===== src/rtl/decade_stage_pkg.sv =====
package decade_stage_pkg;
  localparam int DIGIT_W = 4;
  localparam int LAST_DIGIT = 9;
  localparam logic [DIGIT_W-1:0] LAST_VAL = DIGIT_W'(LAST_DIGIT);
  localparam logic [DIGIT_W-1:0] ZERO_VAL = '0;

  typedef struct packed {
    logic doClear;
    logic doLoad;
    logic doStep;
  } stageCtrl_t;
endpackage


===== src/rtl/decade_stage_ctrl.sv =====
module decade_stage_ctrl
  import decade_stage_pkg::*;
(
  input  logic       clearN,
  input  logic       loadN,
  input  logic       enLocal,
  input  logic       enChain,
  output stageCtrl_t ctrl
);
  // Priority: clear, then load, then count; otherwise hold.
  always_comb begin
    ctrl.doClear = !clearN;
    ctrl.doLoad  = clearN && !loadN;
    ctrl.doStep  = clearN && loadN && enLocal && enChain;
  end
endmodule


===== src/rtl/decade_stage_path.sv =====
module decade_stage_path
  import decade_stage_pkg::*;
(
  input  logic               clk,
  input  stageCtrl_t         ctrl,
  input  logic               enChain,
  input  logic [DIGIT_W-1:0] loadVal,
  output logic [DIGIT_W-1:0] count,
  output logic               carryOut
);
  logic [DIGIT_W-1:0] digitQ;
  logic [DIGIT_W-1:0] stepVal;
  logic               atOrPastLast;

  // Any value at or above the last digit folds back to zero on a step.
  assign atOrPastLast = (digitQ >= LAST_VAL);
  assign stepVal      = atOrPastLast ? ZERO_VAL : digitQ + 1'b1;

  always_ff @(posedge clk) begin
    if (ctrl.doClear)     digitQ <= ZERO_VAL;
    else if (ctrl.doLoad) digitQ <= loadVal;
    else if (ctrl.doStep) digitQ <= stepVal;
  end

  assign count    = digitQ;
  assign carryOut = enChain && (digitQ == LAST_VAL);
endmodule


===== src/rtl/decade_stage.sv =====
module decade_stage
  import decade_stage_pkg::*;
(
  input  logic               clk,
  input  logic               clearN,
  input  logic               loadN,
  input  logic               enLocal,
  input  logic               enChain,
  input  logic [DIGIT_W-1:0] loadVal,
  output logic [DIGIT_W-1:0] count,
  output logic               carryOut
);
  stageCtrl_t ctrl;

  decade_stage_ctrl ctrl_i (
    .clearN (clearN),
    .loadN  (loadN),
    .enLocal(enLocal),
    .enChain(enChain),
    .ctrl   (ctrl)
  );

  decade_stage_path path_i (
    .clk     (clk),
    .ctrl    (ctrl),
    .enChain (enChain),
    .loadVal (loadVal),
    .count   (count),
    .carryOut(carryOut)
  );
endmodule


===== config.mk =====
export PLATFORM = sky130hd
export DESIGN_NAME = decade_stage
export DESIGN_NICKNAME = d
export VERILOG_FILES = /design/src/rtl/decade_stage_pkg.sv /design/src/rtl/decade_stage_ctrl.sv /design/src/rtl/decade_stage_path.sv /design/src/rtl/decade_stage.sv
export SDC_FILE = /design/constraint.sdc
export NUM_CORES = 1
export LEC_CHECK = 0
export BUFFER_PORTS_ARGS = -buffer_cell sky130_fd_sc_hd__buf_2
export CAP_MARGIN = 10
export CORE_AREA = 10 10 47 49
export DETAILED_ROUTE_END_ITERATION = 8
export DIE_AREA = 0 0 57 59
export SYNTH_ARGS = -nofsm -noshare
export SYNTH_HDL_FRONTEND = slang
export SYNTH_SLANG_ARGS = --single-unit

===== constraint.sdc =====
create_clock -name clk -period 2.65 [get_ports clk]
set_input_delay 0.265 -clock clk [delete_from_list [all_inputs] [get_ports clk]]
set_output_delay 0.265 -clock clk [all_outputs]
set_load 0.1 [all_outputs]

# Word level (Yosys, flattened, before mapping)
# Cells that the tools add are included.
[word_totals] regBits=4 in_bits=9 output_inout_bits=5 elab_cells=14
[classes] addsub=1 magnitude_cmp=1 n_eq_ne=1 n_mux=3 reduce_logical=7
[op_table] op="$mux W4" n=3
[op_table] op="$logic_and A1 B1 Y1" n=5
[op_table] op="$add A4 B1 Y4 const B" n=1
[op_table] op="$eq A4 B4 Y1 const B" n=1
[op_table] op="$ge A4 B4 Y1 const B" n=1
[op_table] op="$reduce_bool A2 Y1" n=1
[op_table] op="$logic_not A1 Y1" n=1

# Longest topological paths before layout
# Gate-level depths: netlist of the first run.
[depth] word_depth=5 ltp_mapped=5 depth_no_buf=5

# Modules after synthesis
# From an unflattened synthesis of the first run, not the netlist that was laid out.
[unflattened] cells_unflattened=37 area_unflattened_um2=307.8
[modules_own_cells] mod="decade_stage_path" instances=1 cells_per_inst=34 area_each_um2=286.5 seq_area_each_um2=80.1
[modules_own_cells] mod="decade_stage_ctrl" instances=1 cells_per_inst=3 area_each_um2=21.3 seq_area_each_um2=0.0

# Least setup slack after synthesis of the first run
# No wires, ideal clock.
[synth_path] path_type="reg2reg" from="reg path_i.digitQ[1] (netlist: path_i.count[1])" to="reg path_i.digitQ[0] (netlist: path_i.count[0])" setup_ns=0.075 arrival_ns=2.153 required_time_ns=2.575 setup_slack_ns=0.422 stages_incl_launch_ff=6 n_path_buf=0 synth_period_minus_slack_ns=2.228 path_cell_list="dfxtp_1 > inv_1 > ha_1 > or3b_4 > a211o_1 > a31oi_1"
[synth_via] elab_chain_len=4
[synth_lines] item="start, declared" line="decade_stage_path.sv:11" rtl="logic [DIGIT_W-1:0] digitQ;"
[synth_lines] item="start signal, assigned" line="decade_stage_path.sv:21" rtl="else if (ctrl.doLoad) digitQ <= loadVal;"
[synth_lines] item="start signal, assigned" line="decade_stage_path.sv:22" rtl="else if (ctrl.doStep) digitQ <= stepVal;"
[synth_lines] item="$ge A4 B4 Y1" line="decade_stage_path.sv:16" rtl="assign atOrPastLast = (digitQ >= LAST_VAL);"
[synth_lines] item="$mux W4" line="decade_stage_path.sv:17" rtl="assign stepVal = atOrPastLast ? ZERO_VAL : digitQ + 1'b1;"
[synth_lines] item="$mux W4" line="decade_stage_path.sv:22"
[synth_lines] item="$mux W4" line="decade_stage_path.sv:21"
# No other way between the ends. The select of a mux whose other input is x is not followed.
# A chain may end at the register's enable or synchronous reset.

# Worst setup path after layout of the first run
[layout_path] from="reg path_i.digitQ[0] (netlist: path_i.count[0])" to="out carryOut"
[layout_via] elab_chain_len=2
[layout_lines] item="$eq A4 B4 Y1" line="decade_stage_path.sv:26" rtl="assign carryOut = enChain && (digitQ == LAST_VAL);"
[layout_lines] item="$logic_and A1 B1 Y1" line="decade_stage_path.sv:26"
[layout_lines] item="end, declared" line="decade_stage.sv:11" rtl="output logic carryOut"
# No other way between the ends.

==> out/qor.txt, run 1 <==
=================================================================================
Final antenna-violating net count ..................................            0
Global-route wire length before repair .............................      1320 um
Number of rows in the core area ....................................           14
Number of pins with negative max-slew slack in the final report ....            0
Residual overflow from global routing ..............................            0
Critical Path End Type ............................................. primary output
Logic pwr share ....................................................        30.5%
Die Y-Extent .......................................................        59 um
Total of hold buffers inserted after clock tree synthesis ..........            0
Global Route met1 Usage ............................................        6.54%
I/O pin count ......................................................           14
Count of H-tree levels built during CTS ............................            1
Reg-to-reg endpoint ................................................ path_i.count[0]
Met3 global-route usage ............................................        1.93%
Antenna violations before repair ...................................            0
Count of maximum capacitance violations ............................            0
Run status ......................................................... complete, no violations
Tot GR Track Use ...................................................        5.06%
Most common library cell in the layout ignoring fill and taps ...... sky130_fd_sc_hd__buf_2
Wire length after detailed routing .................................       808 um
Fraction of power consumed by the clock network ....................        36.2%
Die area ........................................................... 0.00336 mm^2
Utilization after layout ...........................................        28.2%
Cts bufs inserted ..................................................            3
Unrepaired setup endpoints after global routing ....................           no
Area Overhead vs Synth .............................................        35.6%
Path depth of the worst reg2reg path ...............................            5
Area of the placeable core ......................................... 0.00140 mm^2
Sw Share ...........................................................        36.9%
Drt first pass iters ...............................................            2
Chip Width .........................................................        57 um
Number of storage elements in the synthesis netlist ................            4
Layout cells sized above 1 .........................................        38.8%
Required @ worst endpoint ..........................................      2.38 ns
Gr busiest metal ...................................................         met1
Number of instances on the worst hold path .........................            2
Vias after detailed routing ........................................          298
Sequential fraction of the synthesis area ..........................        27.5%
CTS tree ...........................................................         done
Skew-Pair Late Insertion Delay .....................................      0.23 ns
Largest incremental delay on the critical path .....................      0.45 ns
Count of antenna diodes in the layout ..............................            0
Internal reg-to-reg setup slack ....................................      1.07 ns
Kind of cell with the highest combined delay on the critical path ..   flip-flops
Worst-case clock buffer depth ......................................            2
Number of buffer and inverter instances along the worst setup path .            1
Avg Inst Size Synth ................................................    8.57 um^2
Number of nets in the synthesized netlist ..........................           46
Slew @ Worst Pin ...................................................     0.489 ns
Clock Skews ........................................................   0.00108 ns
Commonest non-fill, non-tap cells in the layout .................... sky130_fd_sc_hd__buf_2 (13), sky130_fd_sc_hd__dfxtp_1 (4)
Ys Warns ...........................................................            0
Dpl hpwl ...........................................................       662 um
CP Class ...........................................................   reg -> out
Final setup TNS ....................................................         0 ns
Sequential share of power ..........................................        33.3%
Number of library cell types mapped by synthesis ...................           22
Per-cell routed wire length ........................................      12.4 um
Post-synth design cell area ........................................     292 um^2
Source of the worst register-to-register timing path ............... path_i.count[1]
Layout net count ...................................................           63
Maximum number of pins on one net before global-route repair .......           11
PwrDens ............................................................  539 mW/mm^2
Hold Path Class ....................................................    in -> reg
Post-CTS repair timing setup buffer count ..........................            0
Stages on worst setup path .........................................            3
Setup violation total in the final timing report ...................            0
Critical Path Slowest Stage Cell ................................... sky130_fd_sc_hd__dfxtp_1
Internal ...........................................................       134 uW
Cell chain of the critical path .................................... ha_1 > and4b_2 > buf_2
Routability cong. ..................................................        0.731
FMAX ...............................................................      562 MHz
Lkg Pwr ............................................................     0.188 nW
CTS-repair resized insts ...........................................            0
DRC marker count from the first detailed-route iteration ...........            6
Sw Pwr .............................................................      78.7 uW
Tcrit/Tclk final ...................................................        67.2%
Post-layout minimum cycle time .....................................      1.78 ns
Clk slew on worst S/H paths ........................................      0.04 ns
Hold Path End ...................................................... path_i.count[1]
Drt drc ............................................................            0
Slew margin rel. ...................................................        67.6%
Hold Vio Cnt, Final ................................................            0
Crit-path max FO ...................................................            7
Number of sinks driven by the clock tree ...........................            4
Vias in the first global route .....................................          299
Number of port buffers .............................................           13
Max VDD drop .......................................................     0.244 mV
Synth Instances ....................................................           34
CTS root buf ....................................................... sky130_fd_sc_hd__clkbuf_4
Via count normalized by instance count .............................         4.58
Hold path startpoint ...............................................       clearN
Initial Util .......................................................        20.8%
Max FFs per register ...............................................            4
Critical path launch point type ....................................     register
Arrival @ worst endpoint ...........................................      1.51 ns
Global routing usage on met2 .......................................        5.89%
=================================================================================
[how the worst max path moves through the flow]
| stage | from | end | slack [ns] |
|---|---|---|---|
| 6_report | path_i.count[0] | carryOut | 0.87 |
| 5_1_grt | path_i.count[0] | carryOut | 0.78 |
| 4_1_cts | path_i.count[0] | carryOut | 0.85 |
| 3_5_place_dp | path_i.count[1] | path_i.count[0] | 1.07 |
| 3_3_place_gp | path_i.count[1] | path_i.count[0] | 1.08 |
| 2_1_floorplan | path_i.count[1] | path_i.count[0] | 0.42 |
[per-stage QoR]
stage / instances / total power, mW / setup WS [ns] / hold slack, ns / area (um^2)
2_1_floorplan: 34 / 0.121 / 0.422 / 0.383 / 292
4_1_cts: 65 / 0.218 / 0.847 / 0.293 / 395
3_5_place_dp: 62 / 0.137 / 1.07 / 0.544 / 373
6_report: 65 / 0.213 / 0.870 / 0.303 / 395
3_3_place_gp: 62 / 0.137 / 1.08 / 0.540 / 373
5_1_grt: 65 / 0.226 / 0.783 / 0.306 / 395
[synth_stat cells]
master | instances | share of area (%)
sky130_fd_sc_hd__a211o_1 | 1 | 3.0
sky130_fd_sc_hd__a211oi_1 | 1 | 2.6
sky130_fd_sc_hd__a21oi_1 | 1 | 1.7
sky130_fd_sc_hd__a31oi_1 | 2 | 4.3
sky130_fd_sc_hd__and3_1 | 1 | 2.1
sky130_fd_sc_hd__and3_2 | 1 | 2.6
sky130_fd_sc_hd__and4b_2 | 1 | 3.9
sky130_fd_sc_hd__clkbuf_1 | 1 | 1.3
sky130_fd_sc_hd__dfxtp_1 | 4 | 27
sky130_fd_sc_hd__ha_1 | 3 | 13
sky130_fd_sc_hd__inv_1 | 3 | 3.9
sky130_fd_sc_hd__nand2_1 | 3 | 3.9
sky130_fd_sc_hd__nand3_1 | 1 | 1.7
sky130_fd_sc_hd__nand4_1 | 1 | 2.1
sky130_fd_sc_hd__nand4b_1 | 1 | 3.0
sky130_fd_sc_hd__nor2b_1 | 2 | 4.3
sky130_fd_sc_hd__o21a_1 | 1 | 2.6
sky130_fd_sc_hd__o21ai_0 | 1 | 1.7
sky130_fd_sc_hd__o22ai_1 | 1 | 2.1
sky130_fd_sc_hd__o31a_1 | 2 | 6.0
sky130_fd_sc_hd__or3b_4 | 1 | 3.9
sky130_fd_sc_hd__xnor2_1 | 1 | 3.0
[per-layer routing]
metal	vias up	part of all wire [%]
li1	158	-
met5	-	0
met1	129	56
met3	0	7.5
met4	0	0
met2	11	36
[area by class of cell]
class / instances / area, um^2
clock buffer: 3 / 22.5
fill: 168 / 1010
inverter: 3 / 11.3
multi-input combinational: 26 / 196
sequential: 4 / 80.1
tap: 16 / 20.0
timing repair buffer: 13 / 65.1
[power groups by stage]
stage	Combinational [mW]	Clock, mW	Sequential [mW]
global route	0.0693	0.0845	0.0721
global placement	0.0648	0	0.0719
floorplan	0.0224	0	0.0985
finish	0.0650	0.0772	0.0709
CTS	0.0656	0.0814	0.0709
detailed placement	0.0655	0	0.0718
[cells by family after synthesis]
kind of cell | after synthesis | synth area share [%]
compound gates | 10 | 24.0
simple gates | 12 | 27.5
xor+xnor | 1 | 3.00
flops | 4 | 27.5
fa+ha+maj | 3 | 12.9
buf+inv | 4 | 5.15
Note: power is estimated with default switching activity, not from simulation.
==> run 2, diff against run 1 <==
==> constraint.sdc (replaced) <==
create_clock -name clk -period 1.5 [get_ports clk]
set_input_delay 0.15 -clock clk [delete_from_list [all_inputs] [get_ports clk]]
set_output_delay 0.15 -clock clk [all_outputs]
set_load 0.1 [all_outputs]
==> run 2 against run 1 <==
Compared with the run above: register-to-register slack lost 1.0 ns; combinational power grew 91%; clock power grew 97%; non-clock buffer count grew 1; final cell count grew 3.1%; core utilization grew 3.1 points; global-route usage grew 0.34 points; sequential cell count is the same; setup slack lost 0.81 ns; routed wire length grew 1.6%; critical endpoint is now path_i.count[0]; largest power group unchanged.
==> out/qor.txt, run 2 (synthesized netlist as in run 1, its figures left out) <==
==============================================================================
Number of rows in the core area .................................           14   unchanged
Number of instances on the worst hold path ......................            2   unchanged
Lkg Pwr .........................................................     0.198 nW   was 0.188 nW
Internal ........................................................       253 uW   was 134 uW
Wire length after detailed routing ..............................       821 um   was 808 um
Antenna violations before repair ................................            0   unchanged
FMAX ............................................................      692 MHz
Count of H-tree levels built during CTS .........................            1   unchanged
Cell chain of the critical path ................................. inv_2 > ha_2 > or3b_4 > a211o_1 > a31oi_1   was ha_1 > and4b_2 > buf_2
Skew-Pair Late Insertion Delay ..................................      0.24 ns   was 0.23 ns
Unrepaired setup endpoints after global routing .................          yes   was no
Sequential share of power .......................................        30.7%   was 33.3%
Cts bufs inserted ...............................................            3   unchanged
Die area ........................................................ 0.00336 mm^2   unchanged
I/O pin count ...................................................           14   unchanged
Area post-placement .............................................     408 um^2   was 373 um^2
Clock Skews .....................................................   0.00898 ns   was 0.00108 ns
Routability cong. ...............................................        0.777   was 0.731
Final antenna-violating net count ...............................            0   unchanged
Tcrit/Tclk final ................................................        96.3%
Sw Pwr ..........................................................       146 uW   was 78.7 uW
Fraction of power consumed by the clock network .................        38.1%   was 36.2%
Hold Vio Cnt, Final .............................................            0   unchanged
Global-route wire length before repair ..........................      1420 um   was 1320 um
Layout net count ................................................           64   was 63
PwrDens .........................................................  909 mW/mm^2   was 539 mW/mm^2
Initial Util ....................................................        20.8%   unchanged
Reg-to-reg endpoint ............................................. path_i.count[0]   unchanged
Crit-path max FO ................................................            5   was 7
Number of port buffers ..........................................           13   unchanged
Clk slew on worst S/H paths .....................................      0.05 ns   was 0.04 ns
Max FFs per register ............................................            4   unchanged
Setup violation total in the final timing report ................            0   unchanged
Total of hold buffers inserted after clock tree synthesis .......            0   unchanged
Count of maximum capacitance violations .........................            0   unchanged
Number of pins with negative max-slew slack in the final report .            0   unchanged
Via count normalized by instance count ..........................         4.76   was 4.58
Critical Path End Type ..........................................     register   was primary output
Largest incremental delay on the critical path ..................      0.40 ns   was 0.45 ns
Run status ...................................................... complete, no violations   unchanged
Source of the worst register-to-register timing path ............ path_i.count[1]   unchanged
Internal reg-to-reg setup slack .................................      0.06 ns   was 1.07 ns
Critical path launch point type .................................     register   unchanged
Residual overflow from global routing ...........................            0   unchanged
Arrival @ worst endpoint ........................................      1.61 ns   was 1.51 ns
Critical Path Slowest Stage Cell ................................ sky130_fd_sc_hd__or3b_4   was sky130_fd_sc_hd__dfxtp_1
Slew margin rel. ................................................        67.6%   about the same
Layout cells sized above 1 ......................................        52.9%   was 38.8%
Count of antenna diodes in the layout ...........................            0   unchanged
Commonest non-fill, non-tap cells in the layout ................. sky130_fd_sc_hd__buf_2 (12), sky130_fd_sc_hd__nand2_1 (3), sky130_fd_sc_hd__clkbuf_4 (3)   was sky130_fd_sc_hd__buf_2 (13), sky130_fd_sc_hd__dfxtp_1 (4)
Slew @ Worst Pin ................................................     0.490 ns   was 0.489 ns
Max VDD drop ....................................................     0.339 mV   was 0.244 mV
CTS tree ........................................................         done   unchanged
Worst hold margin ...............................................     0.162 ns   was 0.303 ns
Area Overhead vs Synth ..........................................        50.6%   was 35.6%
Most common library cell in the layout ignoring fill and taps ... sky130_fd_sc_hd__buf_2   unchanged
Dpl hpwl ........................................................       687 um   was 662 um
Vias in the first global route ..................................          333   was 299
Worst-case clock buffer depth ...................................            2   unchanged
DRC marker count from the first detailed-route iteration ........            3   was 6
Path depth of the worst reg2reg path ............................            5   unchanged
Vias after detailed routing .....................................          319   was 298
Area of the placeable core ...................................... 0.00140 mm^2   unchanged
Die Y-Extent ....................................................        59 um   unchanged
Hold Path End ................................................... path_i.count[1]   unchanged
Chip Width ......................................................        57 um   unchanged
Number of sinks driven by the clock tree ........................            4   unchanged
CTS root buf .................................................... sky130_fd_sc_hd__clkbuf_4   unchanged
CP Class ........................................................   reg -> reg   was reg -> out
Hold Path Class .................................................    in -> reg   unchanged
Final Cell Area .................................................     439 um^2   was 395 um^2
Post-layout minimum cycle time ..................................      1.44 ns
Per-cell routed wire length .....................................      12.3 um   was 12.4 um
Hold path startpoint ............................................       clearN   unchanged
Drt drc .........................................................            0   unchanged
Logic pwr share .................................................        31.1%   was 30.5%
Maximum number of pins on one net before global-route repair ....           11   unchanged
Required @ worst endpoint .......................................      1.67 ns   was 2.38 ns
Sw Share ........................................................        36.7%   was 36.9%
Drt first pass iters ............................................            3   was 2
Tot GR Track Use ................................................        5.40%   was 5.06%
==============================================================================
==> run 2: metal layers <==
metal | part of all wire, % | track usage (%) | wire (um) | vias to the layer above
met5 | 0 | 0 | 0 | -
met4 | 0 | 5.03 | 0 | 0
met3 | 9.5 | 2.58 | 78 | 0
met2 | 44 | 6.98 | 359 | 10
met1 | 47 | 6.28 | 383 | 144
li1 | - | - | - | 165
==> run 2: metrics by stage <==
step	power (mW)	setup slack (ns)	util, %	TNS, ns	cells
floorplan	0.215	-0.111	-	-0.210	34
global placement	0.247	0.0630	29.1	0	63
detailed placement	0.249	0.0607	29.1	0	63
CTS	0.406	0.0330	31.0	0	67
global route	0.430	-0.00377	31.3	-0.00377	67
finish	0.399	0.0556	31.3	0	67
==> run 2: how the worst max path moves through the flow <==
stage                         start               to  slack [ns]  cells past startpoint
floorplan           path_i.count[1]  path_i.count[0]       -0.11                      5
global placement    path_i.count[1]  path_i.count[0]        0.06                      5
detailed placement  path_i.count[1]  path_i.count[2]        0.06                      5
CTS                 path_i.count[1]  path_i.count[2]        0.03                      5
global route        path_i.count[0]  path_i.count[0]      -0.004                      5
finish              path_i.count[1]  path_i.count[0]        0.06                      5
==> run 2: cell type report <==
type | count | area [um^2]
Fill cell | 160 | 962
Multi-Input combinational cell | 26 | 204
Timing Repair Buffer | 14 | 87.6
Inverter | 3 | 11.3
Tap cell | 16 | 20.0
Sequential cell | 4 | 90.1
Clock buffer | 4 | 26.3
==> run 2: worst max-delay path, delay by kind of cell (launching register included) <==
kind / cells / cell delay [ns]
simple gates: 1 / 0.40
fa+ha+maj: 1 / 0.16
buf+inv: 1 / 0.04
flops: 1 / 0.36
compound gates: 2 / 0.40
==> run 2: power by group through the flow <==
stage | Combinational (mW) | Clock, mW | Sequential [mW]
final | 0.124 | 0.152 | 0.123
after CTS | 0.125 | 0.159 | 0.123
after global routing | 0.134 | 0.172 | 0.124
after global placement | 0.123 | 0 | 0.125
after detailed placement | 0.125 | 0 | 0.125
after floorplan | 0.0396 | 0 | 0.175
==> run 2: what timing repair did <==
action	CTS	global route
buffers inserted	0	0
setup endpoints to repair	0	2
resized for setup	0	1
